==> src/rtl/dmod_pkg.sv <==
// Package: shared types and constants for the dual-modulus feedback divider.
// Assumes a 4/5 prescaler; the prescaler phase counter never exceeds 4.
package dmod_pkg;

    // Prescaler division mode selected by the swallow counter.
    typedef enum logic {
        PS_DIV4 = 1'b0,
        PS_DIV5 = 1'b1
    } ps_mode_e;

    // Width of the prescaler phase counter (counts 0..4).
    localparam int unsigned PS_CNT_W = 3;

    // Final phase value for each prescaler mode.
    localparam logic [PS_CNT_W-1:0] PS_LAST_DIV4 = 3'd3;
    localparam logic [PS_CNT_W-1:0] PS_LAST_DIV5 = 3'd4;

    // Swallow counter width: A = N mod 4.
    localparam int unsigned SWALLOW_W = 2;

endpackage

==> src/rtl/dmod_mod_decode.sv <==
// Module: dmod_mod_decode
// Splits the modulus word into a main count M = N >> 2 and a swallow count
// A = N & 3, and decides whether a 4/5 prescaler can build it (M >= 1 and A <= M).
// Assumes MOD_W >= 5 so that the main count is at least 3 bits wide.
module dmod_mod_decode
    import dmod_pkg::*;
#(
    parameter int unsigned MOD_W = 14
) (
    input  logic [MOD_W-1:0]     mod_word,
    output logic [MOD_W-3:0]     main_cnt,
    output logic [SWALLOW_W-1:0] swallow_cnt,
    output logic                 legal
);
    localparam int unsigned MAIN_W = MOD_W - 2;

    logic [MAIN_W-1:0] swallow_ext;

    // Field split and legality rule.
    always_comb begin
        main_cnt    = mod_word[MOD_W-1:SWALLOW_W];
        swallow_cnt = mod_word[SWALLOW_W-1:0];
        swallow_ext = {{(MAIN_W-SWALLOW_W){1'b0}}, swallow_cnt};
        legal       = (main_cnt != '0) && (swallow_ext <= main_cnt);
    end
endmodule

==> src/rtl/dmod_prescaler.sv <==
// Module: dmod_prescaler
// Synchronous model of a 4/5 dual-modulus prescaler. It counts input clocks
// and flags the final cycle of each prescaler period. Mode is taken from the
// swallow controller; restart forces phase zero on a reload edge.
// Assumes the mode is held steady within a prescaler period.
module dmod_prescaler
    import dmod_pkg::*;
(
    input  logic     clk,
    input  logic     rst_n,
    input  logic     run,
    input  logic     restart,
    input  ps_mode_e mode,
    output logic     wrap
);
    logic [PS_CNT_W-1:0] phase_q;
    logic [PS_CNT_W-1:0] last_phase;

    // Pick the terminal phase for the current mode and detect it.
    always_comb begin
        last_phase = (mode == PS_DIV5) ? PS_LAST_DIV5 : PS_LAST_DIV4;
        wrap       = run && (phase_q == last_phase);
    end

    // Phase counter: advance while running, wrap at the terminal phase.
    always_ff @(posedge clk) begin
        if (!rst_n || restart) begin
            phase_q <= '0;
        end else if (run) begin
            phase_q <= wrap ? '0 : phase_q + 1'b1;
        end
    end
endmodule

==> src/rtl/dmod_swallow_ctrl.sv <==
// Module: dmod_swallow_ctrl
// Holds the main and swallow counters. It selects divide-by-5 while swallow
// cycles remain, and marks the end of an output period after the M-th
// prescaler period. It requests a reload at each period end and on every
// cycle while idle. Assumes the decoded fields are valid whenever legal is 1.
module dmod_swallow_ctrl
    import dmod_pkg::*;
#(
    parameter int unsigned MOD_W = 14
) (
    input  logic                 clk,
    input  logic                 rst_n,
    input  logic                 wrap,
    input  logic                 legal,
    input  logic [MOD_W-3:0]     main_in,
    input  logic [SWALLOW_W-1:0] swallow_in,
    output logic                 run,
    output ps_mode_e             mode,
    output logic                 load,
    output logic                 cycle_end
);
    localparam int unsigned MAIN_W = MOD_W - 2;

    logic [MAIN_W-1:0]    main_q;
    logic [SWALLOW_W-1:0] swallow_q;
    logic                 run_q;

    // Decode mode, end of period and the reload request.
    always_comb begin
        run       = run_q;
        mode      = (swallow_q != '0) ? PS_DIV5 : PS_DIV4;
        cycle_end = run_q && wrap && (main_q == '0);
        load      = !run_q || cycle_end;
    end

    // Counter update: reload on request, otherwise count prescaler periods.
    always_ff @(posedge clk) begin
        if (!rst_n) begin
            run_q     <= 1'b0;
            main_q    <= '0;
            swallow_q <= '0;
        end else if (load) begin
            if (legal) begin
                run_q     <= 1'b1;
                main_q    <= main_in - 1'b1;
                swallow_q <= swallow_in;
            end else begin
                run_q     <= 1'b0;
                main_q    <= '0;
                swallow_q <= '0;
            end
        end else if (wrap) begin
            main_q <= main_q - 1'b1;
            if (swallow_q != '0) begin
                swallow_q <= swallow_q - 1'b1;
            end
        end
    end
endmodule

==> src/rtl/dmod_fb_divider.sv <==
// Module: dmod_fb_divider (top)
// Programmable feedback divider: one single-cycle pulse per N input clocks,
// N = 4*M + A, built from a 4/5 prescaler with pulse swallowing. The modulus
// is sampled only at period ends, or while idle. An illegal modulus sets
// mod_err and silences the output. Assumes mod_word is synchronous to clk.
module dmod_fb_divider
    import dmod_pkg::*;
#(
    parameter int unsigned MOD_W = 14
) (
    input  logic             clk,
    input  logic             rst_n,
    input  logic [MOD_W-1:0] mod_word,
    output logic             div_pulse,
    output logic             mod_err
);
    logic [MOD_W-3:0]     main_cnt;
    logic [SWALLOW_W-1:0] swallow_cnt;
    logic                 legal;
    logic                 run;
    ps_mode_e             mode;
    logic                 load;
    logic                 cycle_end;
    logic                 wrap;
    logic                 pulse_q;
    logic                 err_q;

    dmod_mod_decode #(.MOD_W(MOD_W)) u_decode (
        .mod_word    (mod_word),
        .main_cnt    (main_cnt),
        .swallow_cnt (swallow_cnt),
        .legal       (legal)
    );

    dmod_swallow_ctrl #(.MOD_W(MOD_W)) u_swallow (
        .clk        (clk),
        .rst_n      (rst_n),
        .wrap       (wrap),
        .legal      (legal),
        .main_in    (main_cnt),
        .swallow_in (swallow_cnt),
        .run        (run),
        .mode       (mode),
        .load       (load),
        .cycle_end  (cycle_end)
    );

    dmod_prescaler u_prescaler (
        .clk     (clk),
        .rst_n   (rst_n),
        .run     (run),
        .restart (load),
        .mode    (mode),
        .wrap    (wrap)
    );

    // Output registers: pulse on period end, error updated on each reload.
    always_ff @(posedge clk) begin
        if (!rst_n) begin
            pulse_q <= 1'b0;
            err_q   <= 1'b0;
        end else begin
            pulse_q <= cycle_end;
            if (load) begin
                err_q <= !legal;
            end
        end
    end

    assign div_pulse = pulse_q;
    assign mod_err   = err_q;
endmodule

==> config.mk <==
export PLATFORM = sky130hd
export DESIGN_NAME = dmod_fb_divider
export DESIGN_NICKNAME = d
export VERILOG_FILES = /design/src/rtl/dmod_pkg.sv /design/src/rtl/dmod_mod_decode.sv /design/src/rtl/dmod_prescaler.sv /design/src/rtl/dmod_swallow_ctrl.sv /design/src/rtl/dmod_fb_divider.sv
export SDC_FILE = /design/constraint.sdc
export NUM_CORES = 1
export LEC_CHECK = 0
export BUFFER_PORTS_ARGS = -buffer_cell sky130_fd_sc_hd__buf_4
export CORE_ASPECT_RATIO = 0.6
export CORE_MARGIN = 10
export CORE_UTILIZATION = 60
export CTS_BUF_LIST = sky130_fd_sc_hd__clkbuf_8
export CTS_CLUSTER_SIZE = 25
export DETAILED_ROUTE_END_ITERATION = 12
export PLACE_DENSITY_LB_ADDON = 0.05
export SYNTH_ARGS = -nofsm -noshare
export SYNTH_HDL_FRONTEND = slang
export SYNTH_HIERARCHICAL = 1
export SYNTH_SLANG_ARGS = --single-unit
==> constraint.sdc <==
create_clock -name clk -period 4.8 [get_ports clk]
set_clock_uncertainty 0.2 [all_clocks]
set_input_delay 0.24 -clock clk [delete_from_list [all_inputs] [get_ports clk]]
set_output_delay 0.24 -clock clk [all_outputs]
set_load 0.05 [all_outputs]
---- Word level (Yosys, flattened, before mapping) ----
Index checks and enable logic that the tools add are counted.
cells by class
  add/subtract/negate cells ............... 4
  magnitude comparators ................... 1
  equal/unequal tests ..................... 1
  mux-type cells .......................... 11
  reductions and logical operators ........ 15
operators with widths
  kind                                                 count
  two-way mux 12 bit                                   3
  subtractor 12 x 1 -> 12 bit (second input constant)  2
  <= comparator 2 x 12 -> 1 bit                        1
  logical NOT 12 bit                                   1
  nonzero test 12 bit                                  1
  two-way mux 2 bit                                    4
  two-way mux 3 bit                                    2
  nonzero test 2 bit                                   3
  logical AND 1 bit                                    4
  adder 3 x 1 -> 3 bit (second input constant)         1
  == test 3 bit                                        1
  logical NOT 1 bit                                    3
  logical OR 1 bit                                     2
  two-way mux 1 bit                                    2
  AND reduction 2 bit                                  1
  subtractor 2 x 1 -> 2 bit (second input constant)    1
storage, ports and cells
  bits in registers ....................... 20
  bits of input ports ..................... 16
  output and inout bits ................... 2

---- Logic depth before layout (Yosys ltp) ----
Gate-level depths: netlist of the first run.
  depth in word-level cells ............... 10
  depth in mapped cells ................... 11

---- Cells and area by module ----
The synthesis of the first run kept the hierarchy.
by module, submodules not included
  module             instances  cells each  area each (um2)
  dmod_swallow_ctrl  1          151         1228.7
  dmod_mod_decode    1          25          181.4
  dmod_prescaler     1          17          175.2
  dmod_fb_divider    1          5           60.1

---- Worst setup path after synthesis of the first run ----
Ideal clock, no wire load.
  kind .................................... register to register
  start ................................... register u_swallow.swallow_q[0]
  end ..................................... register u_swallow.main_q[10]
  data arrival time ....................... 2126 ps
  required time ........................... 4512 ps
  path slack .............................. 2386 ps
  stages on the path, launching flop included .. 11
  cell sequence ........................... dfxtp_1 > inv_1 > ha_1 > inv_1 > and4bb_1 > o21a_1 > nand3b_1 > o41a_1 > buf_6 > or3b_4 > o32ai_2
between the ends
  cells in the longest elaborated chain, start to end .. 9
RTL lines
  element                                                          line                     source
  start: declaration                                               dmod_swallow_ctrl.sv:25  logic [SWALLOW_W-1:0] swallow_q;
  start signal: assignment                                         dmod_swallow_ctrl.sv:46  swallow_q <= swallow_in;
  start signal: assignment                                         dmod_swallow_ctrl.sv:55  swallow_q <= swallow_q - 1'b1;
  nonzero test 2 bit (*)                                           dmod_swallow_ctrl.sv:31  mode = (swallow_q != '0) ? PS_DIV5 : PS_DIV4;
  two-way mux 1 bit (*)                                            dmod_swallow_ctrl.sv:31
  net mode                                                         dmod_fb_divider.sv:21    ps_mode_e mode;
  two-way mux 3 bit (*)                                            dmod_prescaler.sv:21     last_phase = (mode == PS_DIV5) ? PS_LAST_DIV5 : PS_LAST_DIV4;
  == test 3 bit (*)                                                dmod_prescaler.sv:22     wrap = run && (phase_q == last_phase);
  logical AND 1 bit (*)                                            dmod_prescaler.sv:22
  net wrap                                                         dmod_fb_divider.sv:24    logic wrap;
  logical AND 1 bit (2 in series)                                  dmod_swallow_ctrl.sv:32  cycle_end = run_q && wrap && (main_q == '0);
  logical OR 1 bit                                                 dmod_swallow_ctrl.sv:33  load = !run_q || cycle_end;
  two-way mux 12 bit / nonzero test 2 bit (equally long branches)  -
  end signal: assignment                                           dmod_swallow_ctrl.sv:45  main_q <= main_in - 1'b1;
  end signal: assignment                                           dmod_swallow_ctrl.sv:53  main_q <= main_q - 1'b1;
  end: declaration                                                 dmod_swallow_ctrl.sv:24  logic [MAIN_W-1:0] main_q;
The timed path passes the listed nets; every way through them passes the cells marked *.
A chain may end at the register's enable or synchronous reset.

---- Final worst setup path of the first run ----
  start ................................... register u_swallow.swallow_q[0]
  end ..................................... register u_swallow.swallow_q[0]
between the ends
  cells in the longest elaborated chain, start to end .. 10
RTL lines
  element                               line                     source
  nonzero test 2 bit (*)                dmod_swallow_ctrl.sv:31
  two-way mux 1 bit (*)                 dmod_swallow_ctrl.sv:31
  net mode                              dmod_fb_divider.sv:21
  two-way mux 3 bit (*)                 dmod_prescaler.sv:21
  == test 3 bit (*)                     dmod_prescaler.sv:22
  logical AND 1 bit (*)                 dmod_prescaler.sv:22
  net wrap                              dmod_fb_divider.sv:24
  logical AND 1 bit (*) (2 in series)   dmod_swallow_ctrl.sv:32
  logical OR 1 bit (*)                  dmod_swallow_ctrl.sv:33
  net load                              dmod_fb_divider.sv:22    logic load;
  nonzero test 2 bit (no source line)   -
  AND reduction 2 bit (no source line)  -
The timed path passes the listed nets; every way through them passes the cells marked *. The select of a mux whose other input is x is not followed.

==> results of run 1 <==
-- area by class of cell --
type                    instances  share of cell area (%)
clock buffers                   3                   2.419
clock inverters                 1                   1.760
inverters                      12                   2.639
multi-input cells             141                   59.90
flip-flops and latches         20                   23.46
well taps                      32                   2.346
repair buffers                 17                   7.478
-- flip-flops by register name (all words and copies together) (netlist names) --
register and flops:
mod_err 1, u_swallow/swallow_q 2, u_swallow/main_q 12, u_swallow/run 1
u_prescaler/phase_q 3, div_pulse 1
-- power breakdown --
group / switching (mW) / total, mW / internal, mW
Combinational: 0.0505 / 0.0970 / 0.0465
Clock: 0.0560 / 0.167 / 0.111
Sequential: 0.0125 / 0.188 / 0.175
Total: 0.119 / 0.452 / 0.333
-- cell families after synthesis --
family,after synthesis,share of synthesized area [%]
and+or+nand+nor,70,27.00
muxes,2,1.217
adders and majority gates,7,5.323
buffers and inverters,37,13.54
AOI/OAI and AO/OA,53,23.80
DFF,20,24.33
xor gates and xnor gates,9,4.791
-- metal layers --
| layer | wire length [um] | track usage (%) | vias to the layer above |
|---|---|---|---|
| met5 | 0 | 0 | - |
| met1 | 1944 | 19.51 | 615 |
| met2 | 1300 | 17.98 | 58 |
| li1 | - | - | 709 |
| met4 | 40 | 4.751 | 0 |
| met3 | 238 | 3.743 | 4 |
-- metrics by stage --
| step | instances | utilization [%] | power, mW | instance area, um2 |
|---|---|---|---|---|
| 3_3_place_gp | 222 | 63.94 | 0.2829 | 1635 |
| 6_report | 226 | 66.73 | 0.4523 | 1707 |
| 5_1_grt | 226 | 66.73 | 0.4715 | 1707 |
| 4_1_cts | 226 | 66.73 | 0.4545 | 1707 |
| 2_1_floorplan | 198 | - | 0.2685 | 1645 |
| 3_5_place_dp | 222 | 63.94 | 0.2857 | 1635 |
-- how the worst max path moves through the flow --
stage / from / to / slack [ps] / depth (start not counted)
floorplan: u_swallow/swallow_q[0] / u_swallow/main_q[10] / 2390 / 10
global placement: u_swallow/swallow_q[0] / u_swallow/swallow_q[0] / 1630 / 10
detailed placement: u_swallow/swallow_q[0] / u_swallow/main_q[0] / 1530 / 10
CTS: u_swallow/swallow_q[0] / u_swallow/main_q[0] / 1510 / 10
global route: u_swallow/swallow_q[0] / u_swallow/main_q[0] / 1230 / 10
finish: u_swallow/swallow_q[0] / u_swallow/swallow_q[0] / 1500 / 10
-- cells in the final DEF (no fill, tap or decap), types with 3 or more instances in the layout --
cell type	Yosys	final
a21oi_1	8	8
and3_1	3	3
buf_4	15	17
clkbuf_8	2	3
dfxtp_1	20	20
ha_1	7	7
inv_1	11	11
nand2_1	6	6
nand2b_1	3	3
nand3_1	7	7
nand3b_1	4	4
nor2_1	8	8
nor3_1	4	4
nor4_1	7	7
o211ai_1	7	7
o21a_1	7	7
o21ai_0	11	11
o31ai_1	3	3
or3_1	3	3
or4_1	3	3
xnor2_1	7	7
-- worst max-delay path: stages (launching register included) --
cell and delay [ps]:
dfxtp_1 350, inv_1 50, ha_1 200, inv_1 90
and4bb_1 210, o21a_1 370, nand3b_1 200, o41a_1 400
clkinv_1 550, and3_1 390, o21a_1 180
==> results.py, run 1 <==
metrics = {
    "timing": {
        "timing.hold.ws_ps": 73.95,
        "slew_headroom_pct": 35.02,
        "max_freq_mhz": 303.2,
        "worst_slack_ps": 1502,
        "setup_viol": 0,
        "slew_violations": 0,
        "grt_setup_unrepaired": "no",
        "tns_ps": 0,
        "period_share_pct": 68.70,
        "worst_pin_slew_ps": 973.8,
        "finalCriticalPeriod_ps": 3298,
        "finalHoldViolations": 0,
    },
    "synthesis": {
        "synth_top_area_share_pct": 24.33,
        "ys_seq_area_share_pct": 24.33,
        "synth_cell_types": 56,
        "postSynthAreaPerCell_um2": 8.310,
        "synthCells": 198,
        "yosysTopAreaCell": "dfxtp_1",
        "synth-main-ff-cell": "dfxtp_1",
        "synth_edf_count": 0,
        "yosysMostFrequentCell": "dfxtp_1",
        "syn_area_um2": 1645,
        "synth.area.top_cells": "dfxtp_1 (24%), buf_4 (6.8%), ha_1 (5.3%)",
        "syn_nets": 221,
        "netlist_top_cells_count": "dfxtp_1 (20), buf_4 (15), inv_1 (11), o21ai_0 (11)",
        "yosysWarnings": 6,
        "ys_ff_latch": 20,
        "async_flop_share_pct": 0,
    },
    "clock_network": {
        "ctsHoldBuffers": 0,
        "postCtsSetupBuffers": 0,
        "path_clk_slew_ps": 80,
        "clk_latency_ps": 260,
        "numCtsBuffers": 3,
        "cts_tree": "yes",
        "cts-resized-gates": 0,
        "cts_max_level": 1,
        "numClockSinks": 20,
        "cts.root.buffer_cell": "clkbuf_8",
        "cts_buffer_depth": 2,
    },
    "die": {
        "start_util_pct": 64.33,
        "ios": 18,
        "dieArea_um2": 5305,
        "die_h_um": 60.56,
        "fp.dieW_um": 87.61,
        "core_area_um2": 2557,
        "std_cell_rows": 14,
    },
    "global_route": {
        "grt-ovfl-total": 0,
        "grt.total_usage_pct": 13.38,
        "grt_pass1_wl_um": 5740,
        "grt_antenna_before_repair": 0,
        "first_global_vias": 1252,
        "grt_start_max_net_pins": 21,
    },
    "detailed_routing": {
        "viasPerCell": 6.133,
        "drtIter0Drc": 123,
        "ant_nets": 0,
        "drc_errors": 0,
        "wl_um": 3524,
        "route.detailed.wl_per_inst_um": 15.59,
        "vias": 1386,
        "drt_pass1_iterations": 4,
    },
    "power": {
        "powerDensity_nw_per_um2": 265.0,
        "peakVddDrop_v": 0.0001223,
        "p_leak_nw": 0.6605,
    },
    "worst_setup_path": {
        "r2r_slack_ps": 1500,
        "crit_fanout": 20,
        "r2r_cells": 10,
        "worstPathRequired_ps": 4760,
        "reg2reg_to": "u_swallow/swallow_q[0]",
        "path_class": "reg -> reg",
        "crit_path_end_kind": "register",
        "rr_startpoint": "u_swallow/swallow_q[0]",
        "arrival_ps": 3260,
        "startpoint_type": "register",
    },
    "min_path": {
        "min_path_cells": 3,
        "hold_class": "in -> reg",
        "hp-start": "mod_word[1]",
        "worstHoldEndpoint": "u_swallow/swallow_q[1]",
    },
    "outcome": {
        "status": "complete, no violations",
    },
    "finish": {
        "fill_cells": 220,
        "diodes": 0,
        "seq_area_um2": 400.4,
        "syn_to_final_growth_pct": 3.726,
        "multi_input_area_um2": 1022,
        "drive_gt1_share_pct": 18.56,
        "nNetsFinal": 218,
    },
    "place": {
        "place_congestion": 0.9210,
        "portBuffers": 17,
        "pre_cts_ws_ps": 1526,
        "dp_hpwl_um": 2658,
    },
    "job": {
        "max_cap_viol_count": 0,
    },
}
(Power assumes the default switching activity.)
==> run 2, diff against run 1 <==
==> constraint.sdc (replaced) <==
create_clock -name clk -period 3.12 [get_ports clk]
set_clock_uncertainty 0.2 [all_clocks]
set_input_delay 0.156 -clock clk [delete_from_list [all_inputs] [get_ports clk]]
set_output_delay 0.156 -clock clk [all_outputs]
set_load 0.05 [all_outputs]
==> run 2 against run 1 <==
Compared with the run above: sequential share of layout area fell by 0.44 points; critical endpoint unchanged; critical path depth stayed put; power is 56% higher.
==> results.py, run 2 (synthesized netlist as in run 1, its figures left out) <==
metrics = {
    "outcome": {
        "status": "complete, no violations",
    },
    "place": {
        "place_congestion": 0.9152,
        "portBuffers": 17,
        "dp_hpwl_um": 2771,
    },
    "global_route": {
        "grt-ovfl-total": 0,
        "grt_pass1_wl_um": 6189,
        "grt_start_max_net_pins": 21,
        "grt.total_usage_pct": 14.64,
        "grt_antenna_before_repair": 0,
        "first_global_vias": 1323,
    },
    "timing": {
        "slew_headroom_pct": 49.11,
        "max_freq_mhz": 375.5,
        "finalHoldViolations": 0,
        "tns_ps": 0,
        "slew_violations": 0,
        "grt_setup_unrepaired": "no",
        "finalCriticalPeriod_ps": 2663,
        "setup_viol": 0,
        "worst_pin_slew_ps": 761.8,
        "period_share_pct": 85.35,
    },
    "finish": {
        "largest-register": "u_swallow/main_q",
        "layout_common_cells": "dfxtp_1 (20), buf_4 (20), inv_1 (11), o21ai_0 (11)",
        "nNetsFinal": 222,
        "drive_gt1_share_pct": 19.70,
        "diodes": 0,
        "largest_reg_flops": 12,
        "syn_to_final_growth_pct": 5.704,
        "top_regs": "u_swallow/main_q: 12 flops, u_prescaler/phase_q: 3 flops, u_swallow/swallow_q: 2 flops",
    },
    "clock_network": {
        "cts_tree": "yes",
        "numCtsBuffers": 3,
        "cts_max_level": 1,
        "path_clk_slew_ps": 80,
        "cts-resized-gates": 0,
        "ctsHoldBuffers": 1,
        "cts.root.buffer_cell": "clkbuf_8",
        "postCtsSetupBuffers": 0,
        "clk_latency_ps": 270,
        "numClockSinks": 20,
        "cts_buffer_depth": 2,
    },
    "job": {
        "max_cap_viol_count": 0,
    },
    "power": {
        "powerDensity_nw_per_um2": 406.1,
        "p_leak_nw": 0.6790,
        "peakVddDrop_v": 0.0001846,
        "p_total_mw": 0.7062,
    },
    "detailed_routing": {
        "vias": 1448,
        "wl_um": 3811,
        "ant_nets": 0,
        "drtIter0Drc": 114,
        "drt_pass1_iterations": 4,
        "route.detailed.wl_per_inst_um": 16.57,
        "drc_errors": 0,
        "viasPerCell": 6.296,
    },
    "die": {
        "fp.dieW_um": 87.61,
        "start_util_pct": 64.33,
        "std_cell_rows": 14,
        "core_area_um2": 2557,
        "die_h_um": 60.56,
        "ios": 18,
        "dieArea_um2": 5305,
    },
    "worst_setup_path": {
        "worstPathRequired_ps": 3090,
        "crit_path_end_kind": "register",
        "crit_fanout": 20,
        "startpoint_type": "register",
        "crit_start": "u_swallow/swallow_q[0]",
        "arrival_ps": 2630,
        "path_class": "reg -> reg",
        "rr_startpoint": "u_swallow/swallow_q[0]",
    },
    "min_path": {
        "hold_class": "in -> reg",
        "hp-start": "mod_word[13]",
    },
}
## run 2: per-layer routing
layer	vias to the layer above	global-route usage, %	share of wire [%]
li1	723	-	-
met1	650	20.58	52
met2	62	19.11	39
met3	13	4.679	7.2
met4	0	7.692	2.5
met5	-	0	0
## run 2: critical path, cell delays in order (launching register included)
cell,delay (ps)
dfxtp_1,350
inv_1,50
ha_1,200
inv_1,90
and4bb_1,230
o21a_1,180
nand3b_1,110
o41a_1,160
clkinv_1,430
and3_1,380
o21a_1,170
## run 2: worst paths after layout
path         cells past startpoint                      to  slack, ps
max                             10  u_swallow/swallow_q[0]        460
min                              3    u_swallow/main_q[11]          9
max reg2reg                     10  u_swallow/swallow_q[0]        460
min reg2reg                      1                 mod_err        320
## run 2: metrics by stage
| step | instances | util, % | hold slack, ps | instance area [um2] | setup slack [ps] |
|---|---|---|---|---|---|
| global placement | 225 | 64.82 | 263.8 | 1658 | 600.7 |
| floorplan | 198 | - | 77.71 | 1645 | 706.2 |
| detailed placement | 225 | 64.82 | 268.0 | 1658 | 501.1 |
| CTS | 230 | 68.00 | 12.60 | 1739 | 476.0 |
| global route | 230 | 68.00 | 8.950 | 1739 | 292.7 |
| finish | 230 | 68.00 | 8.927 | 1739 | 457.2 |
## run 2: area by class of cell
type / instances / area (um2)
Tap cell: 32 / 40.04
Fill cell: 209 / 818.3
Inverter: 12 / 45.04
Clock inverter: 1 / 30.03
Sequential cell: 20 / 400.4
Clock buffer: 3 / 41.29
Multi-Input combinational cell: 141 / 1022
Timing Repair Buffer: 21 / 160.2
## run 2: power by group
part           switching [mW]  total [mW]  leakage (nW)  internal (mW)
combinational          0.0788       0.152         0.479         0.0733
sequential             0.0203       0.290         0.165          0.270
clock                  0.0924       0.264        0.0357          0.172
==> run 3, diff against run 2 <==
--- a/config.mk
+++ b/config.mk
@@ -6,9 +6,11 @@
 export NUM_CORES = 1
 export LEC_CHECK = 0
 export BUFFER_PORTS_ARGS = -buffer_cell sky130_fd_sc_hd__buf_4
+export CELL_PAD_IN_SITES_DETAIL_PLACEMENT = 1
+export CELL_PAD_IN_SITES_GLOBAL_PLACEMENT = 1
 export CORE_ASPECT_RATIO = 0.6
-export CORE_MARGIN = 10
-export CORE_UTILIZATION = 60
+export CORE_MARGIN = 4
+export CORE_UTILIZATION = 46
 export CTS_BUF_LIST = sky130_fd_sc_hd__clkbuf_8
 export CTS_CLUSTER_SIZE = 25
 export DETAILED_ROUTE_END_ITERATION = 12
==> run 3 against run 2 <==
Compared with the run above: worst setup slack got worse by 78 ps; critical path depth unchanged; non-clock buffer count unchanged; cell count increased by 5.2%; register-to-register slack got worse by 80 ps; global-route usage increased by 5.2 points; count of clock-buffer cells in the layout unchanged; die area decreased by 13%; worst hold slack improved by 7.6 ps.
==> results.py, run 3 (synthesized netlist as in run 1, its figures left out) <==
metrics = {
    "outcome": {
        "status": "complete, no violations",
    },
    "global_route": {
        "grt_pass1_wl_um": 7155,
        "grt.total_usage_pct": 19.82,
        "grt_antenna_before_repair": 0,
        "first_global_vias": 1486,
        "grt-ovfl-total": 0,
        "grt_start_max_net_pins": 21,
    },
    "power": {
        "p_total_mw": 0.6215,
        "peakVddDrop_v": 0.0002099,
        "powerDensity_nw_per_um2": 360.7,
        "p_leak_nw": 0.6656,
    },
    "detailed_routing": {
        "drt_pass1_iterations": 5,
        "route.detailed.wl_per_inst_um": 17.40,
        "drtIter0Drc": 39,
        "viasPerCell": 6.041,
        "wl_um": 4211,
        "vias": 1462,
        "ant_nets": 0,
        "drc_errors": 0,
    },
    "timing": {
        "finalHoldViolations": 0,
        "slew_violations": 0,
        "slew_headroom_pct": 61.25,
        "tns_ps": 0,
        "max_freq_mhz": 364.9,
        "finalCriticalPeriod_ps": 2741,
        "grt_setup_unrepaired": "no",
        "worst_slack_ps": 379.3,
        "worst_pin_slew_ps": 577.6,
        "setup_viol": 0,
        "period_share_pct": 87.84,
    },
    "worst_setup_path": {
        "path_class": "reg -> reg",
        "crit_fanout": 20,
        "crit_path_max_incr_delay_ps": 480,
        "crit_slowest_cell": "clkinv_1",
        "crit_path_end_kind": "register",
        "arrival_ps": 2690,
        "cp_cell_sequence": "inv_1, ha_1, inv_1, and4bb_1, o21a_1, nand3b_1, o41a_1, clkinv_1, and3_1, o21a_1",
        "worstPathRequired_ps": 3070,
        "startpoint_type": "register",
    },
    "die": {
        "fp.dieW_um": 85.21,
        "start_util_pct": 49.21,
        "dieArea_um2": 4629,
        "die_h_um": 54.33,
        "ios": 18,
        "core_area_um2": 3343,
        "std_cell_rows": 16,
    },
    "clock_network": {
        "cts_buffer_depth": 2,
        "cts-resized-gates": 0,
        "numClockSinks": 20,
        "cts.root.buffer_cell": "clkbuf_8",
        "postCtsSetupBuffers": 0,
        "clk_latency_ps": 260,
        "cts_tree": "yes",
        "ctsHoldBuffers": 0,
        "numCtsBuffers": 3,
        "path_clk_slew_ps": 70,
        "cts_max_level": 1,
    },
    "finish": {
        "largest_reg_flops": 12,
        "layout_common_cells": "buf_4 (21), dfxtp_1 (20), inv_1 (11), o21ai_0 (11)",
        "layout_commonest_cell": "buf_4",
        "largest-register": "u_swallow/main_q",
        "fin_area_um2": 1723,
        "drive_gt1_share_pct": 19.80,
        "syn_to_final_growth_pct": 4.715,
        "top_regs": "u_swallow/main_q: 12 flops, u_prescaler/phase_q: 3 flops, u_swallow/swallow_q: 2 flops",
        "diodes": 0,
        "nNetsFinal": 222,
    },
    "place": {
        "dpl-instance-area_um2": 1682,
        "place_congestion": 0.8020,
        "portBuffers": 17,
        "dp_hpwl_um": 3155,
        "pre_cts_ws_ps": 398.9,
    },
    "min_path": {
        "hold_class": "in -> reg",
    },
    "job": {
        "max_cap_viol_count": 0,
    },
}
==> run 3: cell count changes in the layout (fill, tap and decap cells not counted) <==
cell           change
bufinv_16          -1
buf_4              +1
dlygate4sd3_1      -1
==> run 3: worst paths after layout <==
kind	from	to	slack (ps)	cells past startpoint
worst min register to register	mod_err	mod_err	310	1
worst max register to register	u_swallow/swallow_q[0]	u_swallow/main_q[0]	380	10
worst min-delay path	mod_word[1]	u_swallow/swallow_q[1]	20	3
worst max-delay path	u_swallow/swallow_q[0]	u_swallow/main_q[0]	380	10
==> run 3: final cells by class <==
class,instances,area (um2)
Multi-Input combinational cell,141,1022
Clock buffer,3,41.29
Sequential cell,20,400.4
Inverter,12,45.04
Tap cell,45,56.30
Timing Repair Buffer,21,157.7
Fill cell,417,1620
==> run 3: critical path, delay by kind of cell, from the launching register on <==
kind / cells / cell delay [ps]
AO/OA/AOI/OAI: 3 / 530
adder cells (fa/ha/maj): 1 / 210
buffers and inverters: 3 / 610
flip-flops: 1 / 350
AND/OR/NAND/NOR: 3 / 720
==> run 3: layer usage <==
layer | global-route usage [%] | share of wire [%] | routed length, um | vias to the layer above
met5 | 0 | 0 | 0 | -
li1 | - | - | - | 721
met2 | 35.44 | 45 | 1903 | 25
met3 | 4.662 | 3.1 | 130 | 8
met4 | 1.579 | 0.76 | 32 | 0
met1 | 25.79 | 51 | 2145 | 708
==> run 3: where the power goes <==
part           switching (mW)  internal, mW
Sequential             0.0205         0.270
Combinational          0.0832        0.0749
Clock                  0.0869        0.0860
Total                   0.191         0.431
==> run 3: metrics by stage <==
stage                     hold WS, ps  util (%)  cells
final                           16.55     51.53    242
after global routing            14.51     51.53    242
after CTS                       21.19     51.53    242
after detailed placement        288.9     50.30    239
after global placement          284.6     50.30    239
after floorplan                 77.71         -    198
